$ cat config.mk
export PLATFORM = sky130hd
export DESIGN_NAME = winreg_intc
export DESIGN_NICKNAME = d
export VERILOG_FILES = /design/src/rtl/winreg_pkg.sv /design/src/rtl/winreg_decode.sv /design/src/rtl/winreg_entry.sv /design/src/rtl/winreg_intc.sv
export SDC_FILE = /design/constraint.sdc
export NUM_CORES = 2
export LEC_CHECK = 0
export BUFFER_PORTS_ARGS = -buffer_cell sky130_fd_sc_hd__buf_4
export CAP_MARGIN = 20
export CORE_MARGIN = 3
export CORE_UTILIZATION = 45
export CTS_CLUSTER_SIZE = 10
export DETAILED_ROUTE_END_ITERATION = 6
export PLACE_DENSITY = 0.66
export SETUP_SLACK_MARGIN = 0.4
export SYNTH_ARGS = -nofsm -noshare
export SYNTH_HDL_FRONTEND = slang
export SYNTH_SLANG_ARGS = --single-unit
export TNS_END_PERCENT = 50
$ cat constraint.sdc
create_clock -name clk -period 49.4 [get_ports clk]
set_input_delay 9.88 -clock clk [delete_from_list [all_inputs] [get_ports clk]]
set_output_delay 9.88 -clock clk [all_outputs]
set_load 0.01 [all_outputs]
$ cat src/rtl/winreg_pkg.sv
package winreg_pkg;
  typedef enum logic [2:0] {
    WK_ID,
    WK_VER,
    WK_ARB,
    WK_ENT,
    WK_NONE
  } win_kind_e;

  localparam int unsigned B_VEC_LO   = 0;
  localparam int unsigned B_DMODE_LO = 8;
  localparam int unsigned B_DESTMODE = 11;
  localparam int unsigned B_POL      = 13;
  localparam int unsigned B_RIRR     = 14;
  localparam int unsigned B_TRIG     = 15;
  localparam int unsigned B_MASK     = 16;
  localparam int unsigned B_DEST_LO  = 56;
  localparam logic [63:0] ENTRY_RST  = 64'h0000_0000_0001_0000;
endpackage

$ cat src/rtl/winreg_decode.sv
module winreg_decode
  import winreg_pkg::*;
#(
  parameter int unsigned NPINS = 24
) (
  input  logic [7:0]  sel,
  output win_kind_e   kind,
  output logic [7:0]  ent_idx,
  output logic        hi_half
);
  logic [7:0] offs;

  always_comb begin
    offs    = sel - 8'h10;
    ent_idx = {1'b0, offs[7:1]};
    hi_half = sel[0];
    if (sel == 8'h00)      kind = WK_ID;
    else if (sel == 8'h01) kind = WK_VER;
    else if (sel == 8'h02) kind = WK_ARB;
    else if (sel >= 8'h10 && 32'(ent_idx) < NPINS) kind = WK_ENT;
    else                   kind = WK_NONE;
  end
endmodule

$ cat src/rtl/winreg_entry.sv
module winreg_entry
  import winreg_pkg::*;
(
  input  logic        clk,
  input  logic        rst_n,
  input  logic        wr_lo,
  input  logic        wr_hi,
  input  logic [31:0] wdata,
  input  logic        accept,
  output logic [63:0] ent_q,
  output logic        mchg_pulse,
  output logic        mchg_val
);
  logic [63:0] ent_d;
  logic        pulse_d;
  logic        val_d;
  logic        ent_en;

  always_comb begin
    ent_d = ent_q;
    if (accept && ent_q[B_TRIG]) ent_d[B_RIRR] = 1'b1;
    if (wr_hi) ent_d[63:32] = wdata;
    if (wr_lo) begin
      ent_d[31:0]   = wdata;
      ent_d[B_RIRR] = 1'b0;
    end
    ent_en  = wr_lo | wr_hi | accept;
    pulse_d = wr_lo && (wdata[B_MASK] != ent_q[B_MASK]);
    val_d   = wr_lo ? wdata[B_MASK] : mchg_val;
  end

  always_ff @(posedge clk or negedge rst_n) begin
    if (!rst_n) begin
      ent_q      <= ENTRY_RST;
      mchg_pulse <= 1'b0;
      mchg_val   <= 1'b1;
    end else begin
      if (ent_en) ent_q <= ent_d;
      mchg_pulse <= pulse_d;
      mchg_val   <= val_d;
    end
  end
endmodule

$ cat src/rtl/winreg_intc.sv
module winreg_intc
  import winreg_pkg::*;
#(
  parameter int unsigned NPINS   = 24,
  parameter int unsigned ADDR_W  = 8,
  parameter logic [7:0]  VERSION = 8'h11,
  parameter logic [ADDR_W-1:0] SEL_OFF = 'h00,
  parameter logic [ADDR_W-1:0] WIN_OFF = 'h10
) (
  input  logic                clk,
  input  logic                rst_n,
  input  logic [ADDR_W-1:0]   bus_addr,
  input  logic                bus_wr,
  input  logic                bus_rd,
  input  logic [31:0]         bus_wdata,
  output logic [31:0]         bus_rdata,
  input  logic [NPINS-1:0]    accept_set,
  output logic [NPINS*8-1:0]  pin_vector,
  output logic [NPINS*3-1:0]  pin_dmode,
  output logic [NPINS-1:0]    pin_destmode,
  output logic [NPINS-1:0]    pin_polarity,
  output logic [NPINS-1:0]    pin_trigger,
  output logic [NPINS-1:0]    pin_mask,
  output logic [NPINS*8-1:0]  pin_dest,
  output logic [NPINS-1:0]    mchg_pulse,
  output logic [NPINS-1:0]    mchg_val
);
  localparam int unsigned IDX_W = (NPINS > 1) ? $clog2(NPINS) : 1;
  localparam logic [7:0]  TOP_PIN = 8'(NPINS - 1);

  logic [1:0]       rst_sync;
  logic             rst_q;
  logic [7:0]       sel_q, sel_d;
  logic             sel_en;
  logic [3:0]       id_q, id_d;
  logic             id_en;
  logic [31:0]      rdata_d;
  win_kind_e        kind;
  logic [7:0]       ent_idx;
  logic             hi_half;
  logic             win_wr;
  logic [IDX_W-1:0] ent_pick;
  logic [63:0]      ent_q [NPINS];
  logic [63:0]      ent_rd;
  logic [31:0]      win_word;
  logic [NPINS-1:0] rirr_vec;

  always_ff @(posedge clk or negedge rst_n) begin
    if (!rst_n) rst_sync <= 2'b00;
    else        rst_sync <= {rst_sync[0], 1'b1};
  end
  assign rst_q = rst_sync[1];

  winreg_decode #(.NPINS(NPINS)) u_dec (
    .sel     (sel_q),
    .kind    (kind),
    .ent_idx (ent_idx),
    .hi_half (hi_half)
  );

  assign win_wr   = bus_wr && (bus_addr == WIN_OFF);
  assign ent_pick = ent_idx[IDX_W-1:0];

  for (genvar g = 0; g < NPINS; g++) begin : g_ent
    logic hit;
    assign hit = win_wr && (kind == WK_ENT) && (32'(ent_idx) == g);
    winreg_entry u_entry (
      .clk        (clk),
      .rst_n      (rst_q),
      .wr_lo      (hit && !hi_half),
      .wr_hi      (hit && hi_half),
      .wdata      (bus_wdata),
      .accept     (accept_set[g]),
      .ent_q      (ent_q[g]),
      .mchg_pulse (mchg_pulse[g]),
      .mchg_val   (mchg_val[g])
    );
    assign pin_vector[g*8 +: 8] = ent_q[g][B_VEC_LO +: 8];
    assign pin_dmode[g*3 +: 3]  = ent_q[g][B_DMODE_LO +: 3];
    assign pin_destmode[g]      = ent_q[g][B_DESTMODE];
    assign pin_polarity[g]      = ent_q[g][B_POL];
    assign pin_trigger[g]       = ent_q[g][B_TRIG];
    assign pin_mask[g]          = ent_q[g][B_MASK];
    assign pin_dest[g*8 +: 8]   = ent_q[g][B_DEST_LO +: 8];
    assign rirr_vec[g]          = ent_q[g][B_RIRR];
  end

  always_comb begin
    ent_rd = (kind == WK_ENT) ? ent_q[ent_pick] : 64'h0;
    case (kind)
      WK_ID, WK_ARB: win_word = {4'h0, id_q, 24'h0};
      WK_VER:        win_word = {8'h0, TOP_PIN, 8'h0, VERSION};
      WK_ENT:        win_word = hi_half ? ent_rd[63:32] : ent_rd[31:0];
      default:       win_word = 32'h0;
    endcase
    if (bus_addr == SEL_OFF)      rdata_d = {24'h0, sel_q};
    else if (bus_addr == WIN_OFF) rdata_d = win_word;
    else                          rdata_d = 32'h0;
    sel_en = bus_wr && (bus_addr == SEL_OFF);
    sel_d  = bus_wdata[7:0];
    id_en  = win_wr && (kind == WK_ID);
    id_d   = bus_wdata[27:24];
  end

  always_ff @(posedge clk or negedge rst_q) begin
    if (!rst_q) begin
      sel_q     <= 8'h00;
      id_q      <= 4'h0;
      bus_rdata <= 32'h0;
    end else begin
      if (sel_en) sel_q     <= sel_d;
      if (id_en)  id_q      <= id_d;
      if (bus_rd) bus_rdata <= rdata_d;
    end
  end
endmodule

* Word level (Yosys, flattened, before mapping) *
Index checks and enable logic that the tools add are counted.

word-level totals
  register bits after elaboration = 1,630
  logic and storage cells = 516
  memories kept = 0
  bits in latches = 0
  memory bits (read-only) = 0
  memory bits (writable) = 0
  output and inout bits = 632
  input port bits = 68

cells by class
  multiply operators = 0
  equality and inequality tests = 53
  shifts and indexed selects = 0
  magnitude comparators = 3
  $add $sub $neg = 1
  bitwise gates (word level) = 49
  mux-type cells = 59
  reduce and logical (&&, ||, !) cells = 227
  div/mod/pow operators = 0

operators with widths
  kind                                                        number
  2-to-1 mux 15 bit                                           24
  binary-select mux 64 bit (select 5 bit)                     1
  AND reduction 2 bit                                         72
  2-to-1 mux 64 bit                                           2
  logical AND 1 bit                                           125
  2-to-1 mux 32 bit                                           3
  one-hot mux 32 bit (3 select lines)                         1
  == test 7 x 4 -> 1 bit, second input constant               8
  == test 7 x 5 -> 1 bit, second input constant               8
  bitwise OR 1 bit                                            48
  nonzero test 2 bit                                          24
  == test 7 x 3 -> 1 bit, second input constant               4
  zero test 8 bit                                             3
  2-to-1 mux 1 bit                                            24
  != test 1 bit                                               24
  == test 7 x 2 -> 1 bit, second input constant               2
  2-to-1 mux 3 bit                                            4
  == test 8 x 1 -> 1 bit, second input constant               1
  == test 8 x 2 -> 1 bit, second input constant               1
  == test 8 x 5 -> 1 bit, second input constant               1
  >= comparator 8 x 5 -> 1 bit, second input constant         1
  subtractor 8 x 5 -> 8 bit, second input constant            1
  == test 7 x 1 -> 1 bit, second input constant               1
  less-than comparator 7 x 5 -> 1 bit, second input constant  1
  other kinds (7)                                             8

* Depth between registers and ports, before layout *
  depth after elaboration = 14
  mapped depth = 14
  gate-level depth less buffers = 7

* Modules after synthesis *
From an unflattened synthesis, not the netlist that was laid out.

second synthesis, totals
  cell total of the unflattened synthesis = 4,766
  area total of the unflattened synthesis = 79,937.9 µm²

modules (own cells, without submodules)
  module         cells an instance  times used  area an instance (µm²)  sequential area each (µm²)
  winreg_entry   145                24          2,711.4                 1,654.1
  winreg_intc    1,259              1           14,685.3                1,151.1
  winreg_decode  27                 1           180.2                   0.0

* Worst setup path after synthesis *
No wires, ideal clock.

  path kind = in2reg
  start = input port bus_addr[2]
  end = register g_ent[6].u_entry.ent_q[10]
  setup time = 0.125 ns
  cell stages on the path = 9
  path slack = 37.157 ns
  data arrival time = 12.119 ns
  cells stage by stage = nor4_1 > nand3_1 > nor4_2 > clkbuf_2 > buf_4 > and3_1 > buf_2 > buf_2 > mux2_2

between the ends
  word-level cells in the longest chain between the ends = 8
  elaborated cells on any way between the ends = 9
  classes of those cells = eq/ne (1); bitwise (2); reduce/logical (6)

ends and longest elaborated chain
  element                                      line                                  RTL
  start: declaration                           winreg_intc.sv:12                     input logic [ADDR_W-1:0] bus_addr,
  == test 8 x 5 -> 1 bit (*)                   winreg_intc.sv:61                     assign win_wr = bus_wr && (bus_addr == WIN_OFF);
  logical AND 1 bit (*)                        winreg_intc.sv:61
  logical AND 1 bit (*) (2 in series)          winreg_intc.sv:66                     assign hit = win_wr && (kind == WK_ENT) && (32'(ent_idx) == g);
  logical AND 1 bit, on equally long branches  winreg_intc.sv:70, winreg_intc.sv:71
  bitwise OR 1 bit (2 in series)               winreg_entry.sv:27                    ent_en = wr_lo | wr_hi | accept;
  AND reduction 2 bit (no line) (*)            n/a
  end signal: assignment                       winreg_entry.sv:38                    if (ent_en) ent_q <= ent_d;
  end: declaration                             winreg_entry.sv:10                    output logic [63:0] ent_q,

Every way passes the cells marked *; elsewhere a longest branch is shown, timed or not.
A chain may end at the register's enable or synchronous reset.

* Worst setup path in the final report *
  start = input port bus_addr[1]
  end = register g_ent[14].u_entry.ent_q[62]

between the ends
  word-level cells in the longest chain between the ends = 8
  elaborated cells on any way between the ends = 9
  classes of those cells = eq/ne (1); bitwise (2); reduce/logical (6)

ends and longest elaborated chain
  element                                      line
  == test 8 x 5 -> 1 bit (*)                   winreg_intc.sv:61
  logical AND 1 bit (*)                        winreg_intc.sv:61
  logical AND 1 bit (*) (2 in series)          winreg_intc.sv:66
  logical AND 1 bit, on equally long branches  winreg_intc.sv:70, winreg_intc.sv:71
  bitwise OR 1 bit (2 in series)               winreg_entry.sv:27
  AND reduction 2 bit (no line) (*)            n/a
  end signal: assignment                       winreg_entry.sv:38
  end: declaration                             winreg_entry.sv:10

Marked as above.

==> impl_metrics.toml <==
[run_status]
outcome = "finished clean"

[global_route]
antenna_found_initial = 9
grt_pass1_wl_um = 358200
met3_usage_pct = 5.447
grt_pass1_vias = 47516
grt-ovfl-total = 0
grt-busiest-layer = "met2"
grtUsageMet1_pct = 35.80
grtUsageMet2_pct = 45.50
grt_usage_pct = 27.72
grt_max_degree = 179

[sta]
maxClockFrequency_mhz = 77.86
period_share_pct = 26.00
hold_viol = 0
fin_skew_ps = 29.46
setup_tns_ps = 0
finalCriticalPeriod_ps = 12840
tightest_slew_ps = 1166
grt_setup_unrepaired = "no"
holdWs_ps = 345.8
relSlewSlack_pct = 21.59
finalSetupViolations = 0
slew_violations = 0

[place]
place_area_mm2 = 0.08095
portBuffers = 699
finalWeightedCongestion = 0.8659
dp_hpwl_um = 154000

[power_and_ir_drop]
seqPwrFrac_pct = 49.1
p_sw_uw = 641.9
p_per_area_mw_per_mm2 = 31.58
switching_share_pct = 23.50
clkPwrFrac_pct = 46.7
ir_worst_vdd_uv = 37.69
p_total_uw = 2731
p_int_uw = 2089
p_comb_share_pct = 4.2
power_leakage_uw = 0.04217

[clocking]
postCtsSetupRepairBufs = 0
cts_hold_buf = 0
numCtsBuffers = 189
cts-htree-levels = 4
cts_buffer_depth = 3
cts_root_buffer = "clkbuf_16"
cts.sinks = 1630
path_clk_slew_ps = 50
worstSkewPairLatency_ps = 830
post_cts_resized = 0
cts_tree = "built"

[floorplan]
dieArea_mm2 = 0.1784
core_mm2 = 0.1719
die_w_um = 422.4
start_util_pct = 45.38
num_rows = 152
die_h_um = 422.4
io_pins = 700

[layout]
fin_nets = 5247
finish.utilization_pct = 50.31
drive_above_1_share_pct = 59.07
fin_area_mm2 = 0.08649
area_growth_pct = 10.85

[synthesis]
ys_seq_area_share_pct = 52.36
synth_area_mm2 = 0.07802
yosys.area.top_type_share_pct = 50.74
syn_avg_cell_area_um2 = 14.84
synth_area_leaders = "dfrtp_1 (51%), mux2_2 (22%), mux4_2 (12%)"
synth_edf_count = 0
synth_nets = 5328
synthArstFlopShare_pct = 100.0
ys.flop_type = "dfrtp_1"
synth_top_area_cell = "dfrtp_1"
synthCells = 5258
synth_seq_cells = 1630
yosysWarnings = 0
synth_cell_types = 60

[route]
first_pass_iters = 6
postRouteAntennaNets = 0
initialDrtViolationCount = 3614
wire_per_inst_um = 32.87
drc = 0
vias_per_cell = 6.066
drt-total-wl_um = 249300
vias = 46017

[worst_setup_path]
crit_arrival_ps = 13540
cp_data_required_time_ps = 50100
crit_type = "in -> reg"
cp-end-kind = "register"
crit_path_start_kind = "input port"
crit_fanout = 30

[run]
drv_cap = 0

[hold_path]
hp-class = "reg -> reg"
-- power by group through the flow --
| stage | registers [uW] | logic, uW | clock network [uW] |
|---|---|---|---|
| floorplan | 1380 | 53.8 | 0 |
| global placement | 1360 | 114 | 0 |
| CTS | 1340 | 115 | 1300 |
| detailed placement | 1360 | 115 | 0 |
| global route | 1340 | 123 | 1350 |
| finish | 1340 | 114 | 1280 |
-- cell type report --
type | instances | area, um2
clock inverter | 22 | 285.3
fill | 14637 | 85440
tap | 2310 | 2890
antenna | 6 | 15.01
sequential | 1630 | 40870
multi-input combinational | 2534 | 30990
inverter | 13 | 52.55
clock buffer | 262 | 5127
timing repair buffer | 809 | 6254
-- metrics by stage --
| stage | instances | worst slack (ps) |
|---|---|---|
| floorplan | 5258 | 682.6 |
| global placement | 7292 | 35920 |
| detailed placement | 7292 | 35930 |
| CTS | 7576 | 36820 |
| global route | 7585 | 36540 |
| finish | 7586 | 36560 |
-- cell families after synthesis --
family / share of synthesized area (%)
mux: 35.36
flops: 52.36
buf+inv: 8.333
simple gates: 1.828
compound gates: 1.812
xor+xnor: 0.2694
fa+ha+maj: 0.03207
other cells: 0.004806
-- sequential cells by signal (all words and copies together) (netlist names) --
| name | count |
|---|---|
| id_q | 4 |
| g_ent.u_entry.mchg_pulse | 24 |
| sel_q | 8 |
| g_ent.u_entry.ent_q | 1536 |
| bus_rdata | 32 |
| g_ent.u_entry.mchg_val | 24 |
| rst_sync | 2 |
-- per-layer routing --
layer / vias to the layer above / part of all wire [%]
met5: - / 0
met4: 0 / 5.0
met3: 485 / 6.2
met2: 1683 / 49
met1: 25412 / 40
li1: 18437 / -
-- cells in the mapped netlist (4+ instances only) --
library cell,instances
nor3_1,19
mux4_2,416
nor2_1,45
nand2_1,42
inv_1,12
a31oi_1,20
buf_2,104
and4_1,8
o2bb2ai_1,8
a221oi_1,16
nor4_1,6
a22oi_1,20
nand2b_1,4
buf_1,60
a2111o_1,8
or4_1,4
mux2_1,14
a211oi_1,6
dfstp_2,48
a211o_1,9
clkbuf_1,313
a31o_2,5
mux2_2,1541
o21ai_0,34
and3_1,10
xnor2_1,24
nand3_1,43
o22a_1,4
a21oi_1,45
buf_4,603
nor3b_1,34
nand4_1,19
o22ai_1,11
o211ai_1,8
nor2b_1,10
dfrtp_1,1582
mux2i_1,71
-- layout by cell type (no fill, tap or decap), types with 20 or more instances in the layout --
master and n:
nand2_1 36, a31oi_1 20, nor3b_1 33, mux4_2 416
dfrtp_1 1576, a22oi_1 20, buf_4 797, xnor2_1 24
clkbuf_16 192, clkbuf_1 64, a21oi_1 45, o21ai_0 34
mux2i_1 71, dfstp_2 48, mux2_2 1541, nor2_1 44
-- worst paths after layout --
check / end / start / slack [ps] / depth (start not counted)
worst max register to register: g_ent[4].u_entry.ent_q[60]$_DFFE_PN0P_ / sel_q[4]$_DFFE_PN0P_ / 43990 / 7
worst max-delay path: g_ent[14].u_entry.ent_q[62]$_DFFE_PN0P_ / bus_addr[1] / 36560 / 9
worst min-delay path: rst_sync[1]$_DFF_PN0_ / rst_sync[0]$_DFF_PN0_ / 350 / 0
max in group asynchronous: rst_sync[1]$_DFF_PN0_ / rst_n / 40460 / 1
worst min register to register: rst_sync[1]$_DFF_PN0_ / rst_sync[0]$_DFF_PN0_ / 350 / 0
min in group asynchronous: g_ent[19].u_entry.ent_q[0]$_DFFE_PN0P_ / rst_sync[1]$_DFF_PN0_ / 400 / 0
-- critical path, stage by stage --
cell	delay [ps]
buf_4	120
nor3_1	490
nand3_1	290
buf_4	290
nor4_4	220
buf_4	430
nand3_2	820
buf_4	590
mux2_2	330
Note: power is estimated with default switching activity, not from simulation.
